## config.mk

```make
export PLATFORM = sky130hd
export DESIGN_NAME = clksyn_ctrl
export DESIGN_NICKNAME = d
export VERILOG_FILES = /design/src/rtl/clksyn_pkg.sv /design/src/rtl/clksyn_relock_fsm.sv /design/src/rtl/clksyn_eclk_div.sv /design/src/rtl/clksyn_stop_sel.sv /design/src/rtl/clksyn_ctrl.sv
export SDC_FILE = /design/constraint.sdc
export NUM_CORES = 1
export LEC_CHECK = 0
export BUFFER_PORTS_ARGS = -buffer_cell sky130_fd_sc_hd__buf_2
export CORE_MARGIN = 10
export CORE_UTILIZATION = 46
export DETAILED_ROUTE_END_ITERATION = 6
export GPL_TIMING_DRIVEN = 1
export HOLD_SLACK_MARGIN = 0.08
export PLACE_DENSITY = 0.78
export SYNTH_ARGS = -nofsm -noshare
export SYNTH_HDL_FRONTEND = slang
export SYNTH_SLANG_ARGS = --single-unit
```

## constraint.sdc

```tcl
create_clock -name clk -period 1.55 [get_ports clk]
set_input_delay 0.155 -clock clk [delete_from_list [all_inputs] [get_ports clk]]
set_output_delay 0.155 -clock clk [all_outputs]
set_load 0.02 [all_outputs]
```

## src/rtl/clksyn_pkg.sv

```systemverilog
package clksyn_pkg;
    localparam int Y_W = 6;

    typedef enum logic [1:0] {
        S_BOOT   = 2'd0,
        S_LOCKED = 2'd1,
        S_RELOCK = 2'd2
    } lock_state_e;

    typedef struct packed {
        logic           w_fast;
        logic           x_dbl;
        logic [Y_W-1:0] y_mod;
        logic           e_slow;
        logic           stop_vco;
        logic           stop_out;
    } syn_cfg_t;
endpackage

```

## src/rtl/clksyn_relock_fsm.sv

```systemverilog
module clksyn_relock_fsm
    import clksyn_pkg::*;
#(
    parameter int RELOCK_CYC = 64
) (
    input  logic clk,
    input  logic rst_n,
    input  logic wr_en,
    input  logic fb_change,
    output logic settled,
    output logic boot_done
);
    localparam int CW = $clog2(RELOCK_CYC + 1);
    localparam logic [CW-1:0] RELOAD = CW'(RELOCK_CYC);

    lock_state_e state_q, state_d;
    logic [CW-1:0] cnt_q, cnt_d;

    always_comb begin
        state_d = state_q;
        cnt_d   = cnt_q;
        unique case (state_q)
            S_BOOT, S_RELOCK: begin
                if (wr_en) begin
                    cnt_d = RELOAD;
                end else if (cnt_q <= CW'(1)) begin
                    cnt_d   = '0;
                    state_d = S_LOCKED;
                end else begin
                    cnt_d = cnt_q - CW'(1);
                end
            end
            S_LOCKED: begin
                if (wr_en && fb_change) begin
                    cnt_d   = RELOAD;
                    state_d = S_RELOCK;
                end
            end
            default: begin
                cnt_d   = RELOAD;
                state_d = S_BOOT;
            end
        endcase
    end

    always_ff @(posedge clk or negedge rst_n) begin
        if (!rst_n) begin
            state_q <= S_BOOT;
            cnt_q   <= RELOAD;
        end else begin
            state_q <= state_d;
            cnt_q   <= cnt_d;
        end
    end

    always_comb begin
        settled   = (state_q == S_LOCKED);
        boot_done = (state_q != S_BOOT);
    end

    p_start_relock_r3: assert property (@(posedge clk) disable iff (!rst_n)
        (state_q == S_LOCKED && wr_en && fb_change) |=> (state_q == S_RELOCK && cnt_q == RELOAD));
    p_hold_lock_r4: assert property (@(posedge clk) disable iff (!rst_n)
        (state_q == S_LOCKED && !(wr_en && fb_change)) |=> (state_q == S_LOCKED));
    p_restart_r5: assert property (@(posedge clk) disable iff (!rst_n)
        (state_q == S_RELOCK && wr_en) |=> (state_q == S_RELOCK && cnt_q == RELOAD));
    p_boot_once_r6: assert property (@(posedge clk) disable iff (!rst_n)
        (state_q != S_BOOT) |=> (state_q != S_BOOT));
endmodule

```

## src/rtl/clksyn_eclk_div.sv

```systemverilog
module clksyn_eclk_div #(
    parameter int SLOW_DIV = 16
) (
    input  logic clk,
    input  logic rst_n,
    input  logic sel_slow,
    output logic e_clk
);
    localparam int CW = $clog2(SLOW_DIV);
    localparam logic [CW-1:0] LAST_SLOW = CW'(SLOW_DIV - 1);
    localparam logic [CW-1:0] LAST_FAST = CW'(SLOW_DIV / 2 - 1);

    logic [CW-1:0] cnt_q;
    logic          sel_q;
    logic          wrap;

    assign wrap  = sel_q ? (cnt_q == LAST_SLOW) : (cnt_q == LAST_FAST);
    assign e_clk = sel_q ? cnt_q[CW-1] : cnt_q[CW-2];

    always_ff @(posedge clk or negedge rst_n) begin
        if (!rst_n) begin
            cnt_q <= '0;
            sel_q <= 1'b0;
        end else if (wrap) begin
            cnt_q <= '0;
            sel_q <= sel_slow;
        end else begin
            cnt_q <= cnt_q + CW'(1);
        end
    end

    p_switch_at_boundary_r9: assert property (@(posedge clk) disable iff (!rst_n)
        (sel_q != $past(sel_q)) |-> (cnt_q == '0));
endmodule

```

## src/rtl/clksyn_stop_sel.sv

```systemverilog
module clksyn_stop_sel (
    input  logic stop_req,
    input  logic ext_clk_off,
    input  logic stop_vco,
    input  logic stop_out,
    output logic core_from_vco,
    output logic vco_en,
    output logic clkout_en
);
    always_comb begin
        if (stop_req) begin
            core_from_vco = stop_vco;
            vco_en        = stop_vco;
            clkout_en     = stop_out & ext_clk_off;
        end else begin
            core_from_vco = 1'b1;
            vco_en        = 1'b1;
            clkout_en     = 1'b1;
        end
    end
endmodule

```

## src/rtl/clksyn_ctrl.sv

```systemverilog
module clksyn_ctrl
    import clksyn_pkg::*;
#(
    parameter int RELOCK_CYC = 64,
    parameter int SLOW_DIV   = 16
) (
    input  logic        clk,
    input  logic        rst_n,
    input  logic        wr_en,
    input  logic [15:0] wr_data,
    output logic [15:0] rd_data,
    input  logic        stop_req,
    input  logic        ext_clk_off,
    output logic [9:0]  ratio,
    output logic        lock,
    output logic        chip_rst_n,
    output logic        e_clk,
    output logic        core_from_vco,
    output logic        vco_en,
    output logic        clkout_en
);
    localparam int RATIO_W = Y_W + 4;

    syn_cfg_t cfg_q, cfg_new;
    logic     written_q;
    logic     fb_change;
    logic     settled;
    logic     unused_rsvd;
    logic [RATIO_W-1:0] base;

    assign cfg_new = '{w_fast: wr_data[15], x_dbl: wr_data[14], y_mod: wr_data[13:8],
                       e_slow: wr_data[7], stop_vco: wr_data[1], stop_out: wr_data[0]};
    assign unused_rsvd = ^wr_data[6:2];
    assign fb_change = (cfg_new.w_fast != cfg_q.w_fast) || (cfg_new.y_mod != cfg_q.y_mod);

    always_ff @(posedge clk or negedge rst_n) begin
        if (!rst_n) begin
            cfg_q     <= '0;
            written_q <= 1'b0;
        end else if (wr_en) begin
            cfg_q     <= cfg_new;
            written_q <= 1'b1;
        end
    end

    clksyn_relock_fsm #(.RELOCK_CYC(RELOCK_CYC)) u_fsm (
        .clk       (clk),
        .rst_n     (rst_n),
        .wr_en     (wr_en),
        .fb_change (fb_change),
        .settled   (settled),
        .boot_done (chip_rst_n)
    );

    clksyn_eclk_div #(.SLOW_DIV(SLOW_DIV)) u_ediv (
        .clk      (clk),
        .rst_n    (rst_n),
        .sel_slow (cfg_q.e_slow),
        .e_clk    (e_clk)
    );

    clksyn_stop_sel u_stop (
        .stop_req      (stop_req),
        .ext_clk_off   (ext_clk_off),
        .stop_vco      (cfg_q.stop_vco),
        .stop_out      (cfg_q.stop_out),
        .core_from_vco (core_from_vco),
        .vco_en        (vco_en),
        .clkout_en     (clkout_en)
    );

    assign base  = RATIO_W'(cfg_q.y_mod) + RATIO_W'(1);
    assign ratio = base << {cfg_q.w_fast, cfg_q.x_dbl};
    assign lock  = written_q & (settled | ~vco_en);

    assign rd_data = {cfg_q.w_fast, cfg_q.x_dbl, cfg_q.y_mod, cfg_q.e_slow,
                      3'b000, lock, 1'b0, cfg_q.stop_vco, cfg_q.stop_out};

    p_flag_needs_write_r7: assert property (@(posedge clk) disable iff (!rst_n)
        (!written_q && !wr_en) |=> !lock);
    p_ratio_follows_r2: assert property (@(posedge clk) disable iff (!rst_n)
        wr_en |=> (ratio >= RATIO_W'(cfg_q.y_mod)));
endmodule

```

# After elaboration in Yosys (flattened, before gate mapping)

Cells that the tools add are included.

Output and inout bits: 32
Flip-flop bits (word level): 26
Input bits: 21
Word-level logic and storage cells: 48

Order comparisons: 1
Add/subtract/negate cells: 3
Bitwise gates (word level): 4
Shift-type cells: 1
Reduce and logical (&&, ||, !) cells: 6
Multiplexer cells: 13
Equal/unequal tests: 9

Operators with widths:

| operator            | number |
|---|---|
| $mux 7              | 3 |
| $pmux 7 s2          | 1 |
| $shl 7x2->10        | 1 |
| $add 6x1->7 const B | 1 |
| $le 7x1->1 const B  | 1 |
| $sub 7x1->7 const B | 1 |
| $mux 2              | 3 |
| $ne 6x6->1          | 1 |
| $add 4x1->4 const B | 1 |
| $eq 4x3->1 const B  | 1 |
| $eq 4x4->1 const B  | 1 |
| $mux 1              | 4 |
| $mux 4              | 1 |
| $ne 2x1->1 const B  | 2 |
| $pmux 2 s2          | 1 |
| $reduce_and 3->1    | 1 |
| $and 1x1->1         | 2 |
| $eq 2x1->1 const B  | 1 |
| $eq 2x2->1 const B  | 1 |
| $logic_not 2->1     | 1 |
| $ne 2x2->1 const B  | 1 |
| $reduce_bool 2->1   | 1 |
| $reduce_or 2->1     | 1 |
| $logic_and 1x1->1   | 1 |
| 4 further kinds     | 4 |

# Depth between registers and ports, before layout

Gate-level depths: netlist (run 1).

Depth in word-level cells: 5
Depth in mapped cells: 6
Mapped depth without buffers: 6

# Cells and area by module

Synthesis (run 1) repeated with hierarchy kept, for this count alone.

Cells, all modules: 169
Area total of the unflattened synthesis: 1664.1 µm²

By module, submodules not included:

| module            | sequential area each (µm²) | times used | area each (µm²) | cells an instance |
|---|---|---|---|---|
| clksyn_ctrl       | 300.3                      | 1          | 884.6           | 92 |
| clksyn_relock_fsm | 226.5                      | 1          | 519.2           | 52 |
| clksyn_eclk_div   | 125.1                      | 1          | 236.5           | 22 |
| clksyn_stop_sel   | 0.0                        | 1          | 23.8            | 3 |

# Worst setup path before layout (run 1)

Ideal clock, no wire load.

Path type: register -> output
Start point: reg cfg_q (netlist bit rd_data[8])
End point: out ratio[4]
Buffers on the path: 0
Stages on the path, launching flop included: 6
Data arrival time: 1805 ps
Setup slack: -410 ps
Required time: 1395 ps
Cell sequence: dfrtp_1 -> ha_1 -> nand3_1 -> xor2_1 -> mux2_2 -> o21ai_0

Word-level cells in the longest chain between the ends: 2

Ends and longest elaborated chain:

| element                  | RTL line          | text |
|---|---|---|
| start: declaration       | clksyn_ctrl.sv:24 | `syn_cfg_t cfg_q, cfg_new;` |
| start signal: assignment | clksyn_ctrl.sv:41 | `cfg_q <= cfg_new;` |
| $add 6x1->7              | clksyn_ctrl.sv:72 | `assign base = RATIO_W'(cfg_q.y_mod) + RATIO_W'(1);` |
| $shl 7x2->10             | clksyn_ctrl.sv:73 | `assign ratio = base << {cfg_q.w_fast, cfg_q.x_dbl};` |
| end: declaration         | clksyn_ctrl.sv:14 | `output logic [9:0] ratio,` |

No other way between the ends.

# Worst setup path in the final report (run 1)

Start point: reg cfg_q (netlist bit rd_data[12])
End point: out ratio[5]

Same word-level chain as after synthesis.

==> results of run 1 <==
-- layout make-up --
type                    instances  area [µm²]  share of cell area [%]
repair buffers                 81         597                    24.0
flip-flops and latches         26         659                    26.5
well taps                      46        57.6                    2.32
clock buffers                   4        36.3                    1.46
inverters                       9        33.8                    1.36
multi-input cells             129        1100                    44.3
-- flip-flops by register name, indices dropped and copies added, names as in the netlist --
register	flops
u_ediv.sel_q	1
u_ediv.cnt_q	4
u_fsm.cnt_q	7
rd_data	11
written_q	1
u_fsm.state_q	2
-- layer usage --
layer  part of all wire (%)  global-route usage (%)
met1                     38                    15.9
met2                     53                    25.3
met3                    6.1                    3.15
met4                    2.5                    6.45
met5                      0                       0
-- worst paths after layout --
| kind | startpoint | end | slack, ns | cells past startpoint |
|---|---|---|---|---|
| max | rd_data[12] | ratio[5] | -0.42 | 5 |
| min | wr_data[9] | rd_data[9] | 0.11 | 2 |
| max reg2reg | u_fsm.cnt_q[1] | u_fsm.cnt_q[6] | -0.04 | 6 |
| min reg2reg | written_q | written_q | 0.48 | 1 |
| max in group asynchronous | rst_n | rd_data[14] | 0.80 | 2 |
| min in group asynchronous | rst_n | u_fsm.cnt_q[1] | 0.31 | 2 |
-- power by group --
part,total (mW),switching (mW),leakage [nW],internal [mW]
logic,1.38,0.690,0.773,0.685
clock network,0.351,0.207,0.0210,0.144
registers,0.969,0.175,0.302,0.794
-- cells in the mapped netlist (2+ instances only) --
master    instances  share of area [%]
nand3_1           6                1.8
a31oi_1           3                1.1
nor2b_1           2               0.76
ha_1              4                3.1
xnor2_1           8                4.3
or2_2             2               0.76
o211ai_1          5                2.3
o21a_1            2               0.92
clkbuf_1          6                1.4
mux2_2           11                7.6
nor2_1            9                2.1
mux2i_1           2                1.2
o31ai_1           3                1.4
nor3_1            3               0.92
buf_4            10                4.6
a21oi_1           3               0.92
xor2_1            4                2.1
dfrtp_1          25                 38
inv_1             9                2.1
nand2b_1          4                1.5
a21boi_0          2               0.92
a22o_1            2                1.1
o21ai_0          17                5.2
nand2_1          15                3.4
or3_1             2               0.76
-- metrics by stage --
stage | std cells | utilization [%] | instance area (µm²) | power, mW
after CTS | 290 | 68.2 | 2310 | 2.46
after floorplan | 181 | - | 1730 | 1.60
after global routing | 295 | 73.3 | 2480 | 2.84
after detailed placement | 268 | 58.9 | 2000 | 1.90
after global placement | 268 | 58.9 | 2000 | 1.86
final | 295 | 73.3 | 2480 | 2.70
-- cells by family after synthesis --
group / count (synthesis) / synth area share, %
fa+ha+maj: 4 / 3.05
compound gates: 45 / 17.8
buf+inv: 26 / 8.31
simple gates: 51 / 15.7
flops: 26 / 39.7
other cells: 1 / 0.229
mux: 13 / 8.77
xor+xnor: 12 / 6.41
-- repair_timing --
action / CTS / global route
endpoints found under the setup margin: 12 / 20
hold endpoints to repair: 34 / 1
resized for setup: 38 / 33
buffers inserted: 8 / 4
hold buffers: 10 / 1
pin swaps: 6 / 9
-- worst max-delay path, stage by stage, from the launching register on --
cell and delay, ns:
dfrtp_1 0.49, nand2_2 0.10, o21a_1 0.22, or3_1 0.32
a22o_4 0.23, buf_6 0.13
==> results.toml, run 1 <==
[outcome]
outcome = "complete, but fails checks"
failed_checks = "negative setup slack"

[sta]
hold_violations = 0
setup_viol = 11
fin_tns_setup_ns = -2.59
holdWs_ns = 0.108
period_minus_slack_ns = 1.97
finalClockSkew_ns = 0.0162
fmaxAchievable_ghz = 0.507
setup_slack_ns = -0.423
slew_violations = 0
worst-slew-pin-transition_ns = 0.573
rsz0062_at_grt = "true"
slew-limit-headroom_pct = 61.8
post-route-period-util_pct = 127

[yosys]
ys_seq_area_share_pct = 39.7
synthCells = 178
ys_seq_elements = 26
synth_cell_types = 44
avgSynthCellArea_um2 = 9.22
async_flop_share_pct = 100
ys.flop_type = "dfrtp_1"
yosys_warnings = 0
synth-edff-count = 0
syn_area_mm2 = 0.00164

[route]
drc = 0
vias_per_cell = 5.40
dr.pass1.iters = 4
post_drt_wl_per_cell_um = 16.7
drtIter0Drc = 128
route.antenna.remaining_nets = 0
num_vias = 1592
drt_wl_total_um = 4930

[cells_and_area]
area_growth_pct = 51.5
fill_cells = 236
drive_above_1_share_pct = 53.4
num_antenna_cells = 0
layout_commonest_cell = "buf_2"
fin_nets = 275
final_cell_mix = "32 x buf_2, 27 x buf_4, 19 x dfrtp_1"

[critical_path]
worst-setup-path-type = "reg -> out"
required_ns = 1.39
end_kind = "output pin"
cp_max_fo = 3
cp.arrival_ns = 1.82
cp-start-kind = "register"

[clock_network]
cts.sinks = 26
clk_pin_slew_ns = 0.15
numCtsBuffers = 3
clock_path_buffers = 2
clk_latency_ns = 0.33
cts-root-buf = "clkbuf_4"
cts_tree = "yes"
htreeDepth = 1

[die]
io_pins = 53
die_y_um = 79.7
rows = 21
die_area_mm2 = 0.00635
die_width_um = 79.7
core-area_mm2 = 0.00339
start_util_pct = 48.4

[placed_design]
dp_slack_ns = -0.0334
gp_congestion = 0.810
dp_hpwl_um = 3060
numPortBuffers = 43

[global_route]
grt_antenna_before_repair = 0
grt_overflow = 0
grt_max_degree = 27
grt_pass1_wl_um = 7510
grt_util_all_layers_pct = 14.3
grt_pass1_vias = 1665

[job]
cap_violations = 0

[worst_hold_path]
hold_path.class = "in -> reg"

[pwr]
power.density_mw_per_mm2 = 1090
vdd_drop_max_uv = 685
leakage_nw = 1.10
No activity file was read; power rests on OpenSTA's default activity.
==> inputs of run 2 (changes only) <==
--- a/config.mk
+++ b/config.mk
@@ -6,6 +6,7 @@
 export NUM_CORES = 1
 export LEC_CHECK = 0
 export BUFFER_PORTS_ARGS = -buffer_cell sky130_fd_sc_hd__buf_2
+export CORE_ASPECT_RATIO = 1.5
 export CORE_MARGIN = 10
 export CORE_UTILIZATION = 46
 export DETAILED_ROUTE_END_ITERATION = 6
==> run 2 against run 1 <==
  * The flow still finishes with violations (negative setup slack)
  * Sequential share of layout area is 1.5 points higher
  * Utilization is 4.6 points lower
  * Clock power is 62% higher
  * Critical path depth stayed put
==> results.toml, run 2 (synthesis results as in run 1) <==
[global_route]
grt_max_degree = 27
grt_overflow = 0
grt_pass1_vias = 1446
grt_util_all_layers_pct = 12.4
grt_pass1_wl_um = 6340
grt_antenna_before_repair = 0

[route]
route.antenna.remaining_nets = 0
drtIter0Drc = 59
num_vias = 1501
post_drt_wl_per_cell_um = 16.1
drc = 0
vias_per_cell = 5.40
drt_wl_total_um = 4470
dr.pass1.iters = 4

[pwr]
power.density_mw_per_mm2 = 1180
vdd_drop_max_uv = 1170
leakage_nw = 1.04
power_mw = 2.77

[sta]
rsz0062_at_grt = "true"
worst-slew-pin-transition_ns = 0.576
fmaxAchievable_ghz = 0.521
hold_violations = 0
setup_slack_ns = -0.368
setup_viol = 10
holdWs_ns = 0.0994
fin_tns_setup_ns = -2.26
post-route-period-util_pct = 124
period_minus_slack_ns = 1.92
slew-limit-headroom_pct = 61.6
slew_violations = 0
finalClockSkew_ns = 0.00500

[clock_network]
clk_latency_ns = 0.27
cts_tree = "yes"
cts.sinks = 26
clock_path_buffers = 2
cts-root-buf = "clkbuf_8"
clk_pin_slew_ns = 0.09
numCtsBuffers = 3
htreeDepth = 1

[cells_and_area]
layout.cells.non_filler = 278
final_cell_mix = "36 x buf_2, 23 x buf_4, 20 x dfrtp_1"
final_util_pct = 68.7
area_growth_pct = 43.1
layout_commonest_cell = "buf_2"
fin_nets = 262
fill_cells = 258
seq_area_um2 = 658
drive_above_1_share_pct = 52.1
num_antenna_cells = 0
largest_register_ffs = 11
fin_area_mm2 = 0.00235
multi_input_area_mm2 = 0.00108

[critical_path]
cp.arrival_ns = 1.76
cp-start-kind = "register"
critPathMaxStageDelay_ns = 0.43
crit_chain = "nand3_2 > o21a_1 > or3_1 > a22o_4 > buf_6"
cpMaxStageDelayCell = "dfrtp_2"
worst-setup-path-type = "reg -> out"
end_kind = "output pin"
critPathBufInv = 1
critPathTopFamily = "simple AND/OR/NAND/NOR gates"
required_ns = 1.39
cp_max_fo = 4

[placed_design]
dp_hpwl_um = 3230
dp_slack_ns = -0.0428
dpl_cell_area_mm2 = 0.00201
numPortBuffers = 43
dp.cells = 266
gp_congestion = 0.818

[die]
rows = 26
die_y_um = 93.1
io_pins = 53
start_util_pct = 48.0
core-area_mm2 = 0.00342
die_area_mm2 = 0.00640
die_width_um = 68.8

[worst_hold_path]
hold_path.class = "in -> reg"

[job]
cap_violations = 0

[outcome]
outcome = "complete, but fails checks"
failed_checks = "negative setup slack"
## run 2: cell types whose count changed in the layout (fill, tap and decap cells not counted), moves of 2 or more
cell           previous run  this run
buf_2                    32        36
dlygate4sd3_1            11         1
clkbuf_8                  1         3
o21ai_0                   7         5
buf_4                    27        23
clkbuf_4                  3         0
buf_6                    11         8
## run 2: area by class of cell
| class | count | share of cell area, % |
|---|---|---|
| flip-flops and latches | 26 | 28.0 |
| multi-input cells | 129 | 45.9 |
| repair buffers | 68 | 19.3 |
| inverters | 9 | 1.44 |
| clock buffers | 3 | 1.76 |
| well taps | 42 | 2.24 |
| clock inverters | 1 | 1.28 |
## run 2: per-layer routing
metal	routed length, µm	track usage [%]	vias to the layer above
met3	207	2.15	9
met2	2520	23.5	38
met4	81	4.46	0
met5	0	0	-
li1	-	-	731
met1	1670	12.8	723
## run 2: final timing paths
path	to	startpoint	slack (ns)	cells past startpoint
max	ratio[5]	rd_data[8]	-0.37	5
min	rd_data[14]	wr_data[14]	0.1	3
max reg2reg	u_fsm.cnt_q[6]	u_fsm.cnt_q[1]	0	6
min reg2reg	written_q	written_q	0.47	1
max in group asynchronous	u_fsm.state_q[0]	rst_n	0.74	2
min in group asynchronous	rd_data[1]	rst_n	0.39	2
## run 2: where the power goes
group | leakage [nW] | internal [mW] | total, mW | switching, mW
Clock | 0.0357 | 0.346 | 0.568 | 0.222
Sequential | 0.303 | 0.794 | 0.952 | 0.157
Combinational | 0.704 | 0.597 | 1.25 | 0.657
Total | 1.04 | 1.74 | 2.77 | 1.04
## run 2: worst min-delay path, delay by kind of cell
| family | cells | cell delay (ns) |
|---|---|---|
| buffers and inverters | 1 | 0.09 |
| and+or+nand+nor | 1 | 0.04 |
| AOI/OAI and AO/OA | 1 | 0.06 |
## run 2: what timing repair did
action	in CTS	in global routing
setup buffers	2	5
setup endpoints to repair	12	17
hold buffers	1	0
pin swaps	5	9
gates resized for setup	21	38
endpoints found under the hold margin	25	0
==> inputs of run 3 (changes only) <==
--- a/config.mk
+++ b/config.mk
@@ -8,11 +8,12 @@
 export BUFFER_PORTS_ARGS = -buffer_cell sky130_fd_sc_hd__buf_2
 export CORE_ASPECT_RATIO = 1.5
 export CORE_MARGIN = 10
-export CORE_UTILIZATION = 46
+export CORE_UTILIZATION = 30
 export DETAILED_ROUTE_END_ITERATION = 6
 export GPL_TIMING_DRIVEN = 1
 export HOLD_SLACK_MARGIN = 0.08
-export PLACE_DENSITY = 0.78
+export MAX_ROUTING_LAYER = met4
+export PLACE_DENSITY = 0.54
 export SYNTH_ARGS = -nofsm -noshare
 export SYNTH_HDL_FRONTEND = slang
 export SYNTH_SLANG_ARGS = --single-unit
==> constraint.sdc (replaced) <==
create_clock -name clk -period 2 [get_ports clk]
set_input_delay 0.2 -clock clk [delete_from_list [all_inputs] [get_ports clk]]
set_output_delay 0.2 -clock clk [all_outputs]
set_load 0.02 [all_outputs]
==> run 3 against run 2 <==
  * Non-clock buffer count fell by 19
  * Largest cell class unchanged
  * Worst hold slack improved by 0.049 ns
  * Final cell count rose by 2.5%
  * Count of clock-buffer cells in the layout did not move
  * Via count fell by 7.5%
  * Total power fell by 33%
  * Sequential cell count did not move
  * Routed wire length fell by 8.2%
  * The flow now finishes without violations
  * Clock power fell by 22%
  * Register-to-register slack improved by 0.32 ns
  * Die area rose by 39%
  * Highest routed layer unchanged
==> results.toml, run 3 (synthesis results as in run 1) <==
[clock_network]
clk_pin_slew_ns = 0.10
cts_tree = "yes"
htreeDepth = 1
numCtsBuffers = 3
clk_latency_ns = 0.27
clock_path_buffers = 2
cts.sinks = 26
cts-root-buf = "clkbuf_8"

[route]
drc = 0
num_vias = 1388
post_drt_wl_per_cell_um = 14.4
route.antenna.remaining_nets = 0
dr.pass1.iters = 3
drt_wl_total_um = 4110
vias_per_cell = 4.87
drtIter0Drc = 34

[sta]
setup_slack_ns = 0.0552
hold_violations = 0
worst-slew-pin-transition_ns = 0.613
post-route-period-util_pct = 97.2
setup_viol = 0
holdWs_ns = 0.148
slew_violations = 0
period_minus_slack_ns = 1.94
slew-limit-headroom_pct = 59.1
fmaxAchievable_ghz = 0.514
finalClockSkew_ns = 0.00349
rsz0062_at_grt = "true"

[die]
die_area_mm2 = 0.00889
core-area_mm2 = 0.00520
die_width_um = 80.4
rows = 32
io_pins = 53
die_y_um = 111
start_util_pct = 31.5

[placed_design]
numPortBuffers = 43
dp.cells = 278
gp_congestion = 0.740
dp_slack_ns = 0.210
dp_hpwl_um = 3220
dpl_cell_area_mm2 = 0.00187

[global_route]
grt_antenna_before_repair = 0
grt_pass1_wl_um = 6970
grt_overflow = 0
grt_util_all_layers_pct = 9.49
grt_max_degree = 27
grt_pass1_vias = 1475

[critical_path]
worst-setup-path-type = "reg -> out"
cp-start-kind = "register"
cp_max_fo = 3
cp.arrival_ns = 1.74
required_ns = 1.80
end_kind = "output pin"

[pwr]
internal-power_mw = 1.17
seqPwrFrac_pct = 39.6
pwr-share-clk_pct = 23.9
vdd_drop_max_uv = 406
combPwrFrac_pct = 36.5
leakage_nw = 0.898
power.density_mw_per_mm2 = 913
switching_share_pct = 36.6
switchingPower_uw = 679

[job]
cap_violations = 0

[cells_and_area]
final_cell_mix = "41 x buf_2, 19 x dfrtp_1, 15 x nand2_1, 15 x o21ai_0, 10 x mux2_2"
final_util_pct = 39.0
layout.cells.non_filler = 285
multi_input_area_um2 = 897
fin_nets = 243
fin_area_mm2 = 0.00203
seq_area_um2 = 659
area_growth_pct = 23.7
largest_register_ffs = 11
num_antenna_cells = 0
layout_commonest_cell = "buf_2"
fill_cells = 547
drive_above_1_share_pct = 35.0

[outcome]
outcome = "finished, final reports clean"

[worst_hold_path]
hold_path.class = "in -> reg"
run 3: final cells by class:
cell class                 count  share of cell area, %
inverter                       9                   1.66
multi-input combinational    129                   44.2
clock inverter                 1                   1.48
tap                           68                   4.19
timing repair buffer          49                   13.9
clock buffer                   3                   2.03
sequential                    26                   32.5
run 3: power by group through the flow:
stage	sequential [mW]	combinational (mW)	clock [mW]
global route	0.751	0.769	0.484
detailed placement	0.738	0.647	0
CTS	0.730	0.686	0.455
global placement	0.735	0.642	0
finish	0.734	0.676	0.442
floorplan	0.724	0.478	0
run 3: final timing paths:
check / end / cells past startpoint / slack [ns] / startpoint
setup / recovery: ratio[6] / 6 / 0.06 / rd_data[9]
hold / removal: rd_data[14] / 3 / 0.15 / wr_data[14]
setup reg to reg: u_fsm.cnt_q[4] / 6 / 0.32 / u_fsm.cnt_q[1]
hold reg to reg: written_q / 1 / 0.47 / written_q
max in group asynchronous: rd_data[10] / 2 / 1.08 / rst_n
min in group asynchronous: u_fsm.cnt_q[1] / 2 / 0.48 / rst_n
run 3: what timing repair did:
action	CTS	global route
pin swaps	4	2
hold endpoints to repair	25	0
setup buffers	2	0
gates resized for setup	13	6
hold buffers	1	0
endpoints found under the setup margin	4	6
run 3: critical path: stages, from the launching register on:
cell	delay [ns]
dfrtp_2	0.42
ha_4	0.16
nand3_1	0.09
xor2_1	0.17
mux2_4	0.30
a22oi_2	0.20
buf_6	0.14
run 3: stage by stage:
stage          total power [mW]  setup TNS (ns)
2_1_floorplan              1.20               0
3_3_place_gp               1.38               0
3_5_place_dp               1.39               0
4_1_cts                    1.87               0
5_1_grt                    2.00         -0.0411
6_report                   1.85               0
run 3: metal layers:
layer	vias to the layer above	track usage [%]	routed length [µm]
met2	32	16.5	2090
met5	-	-	0
li1	692	-	-
met1	660	10.5	1710
met3	4	2.43	287
met4	0	1.76	18
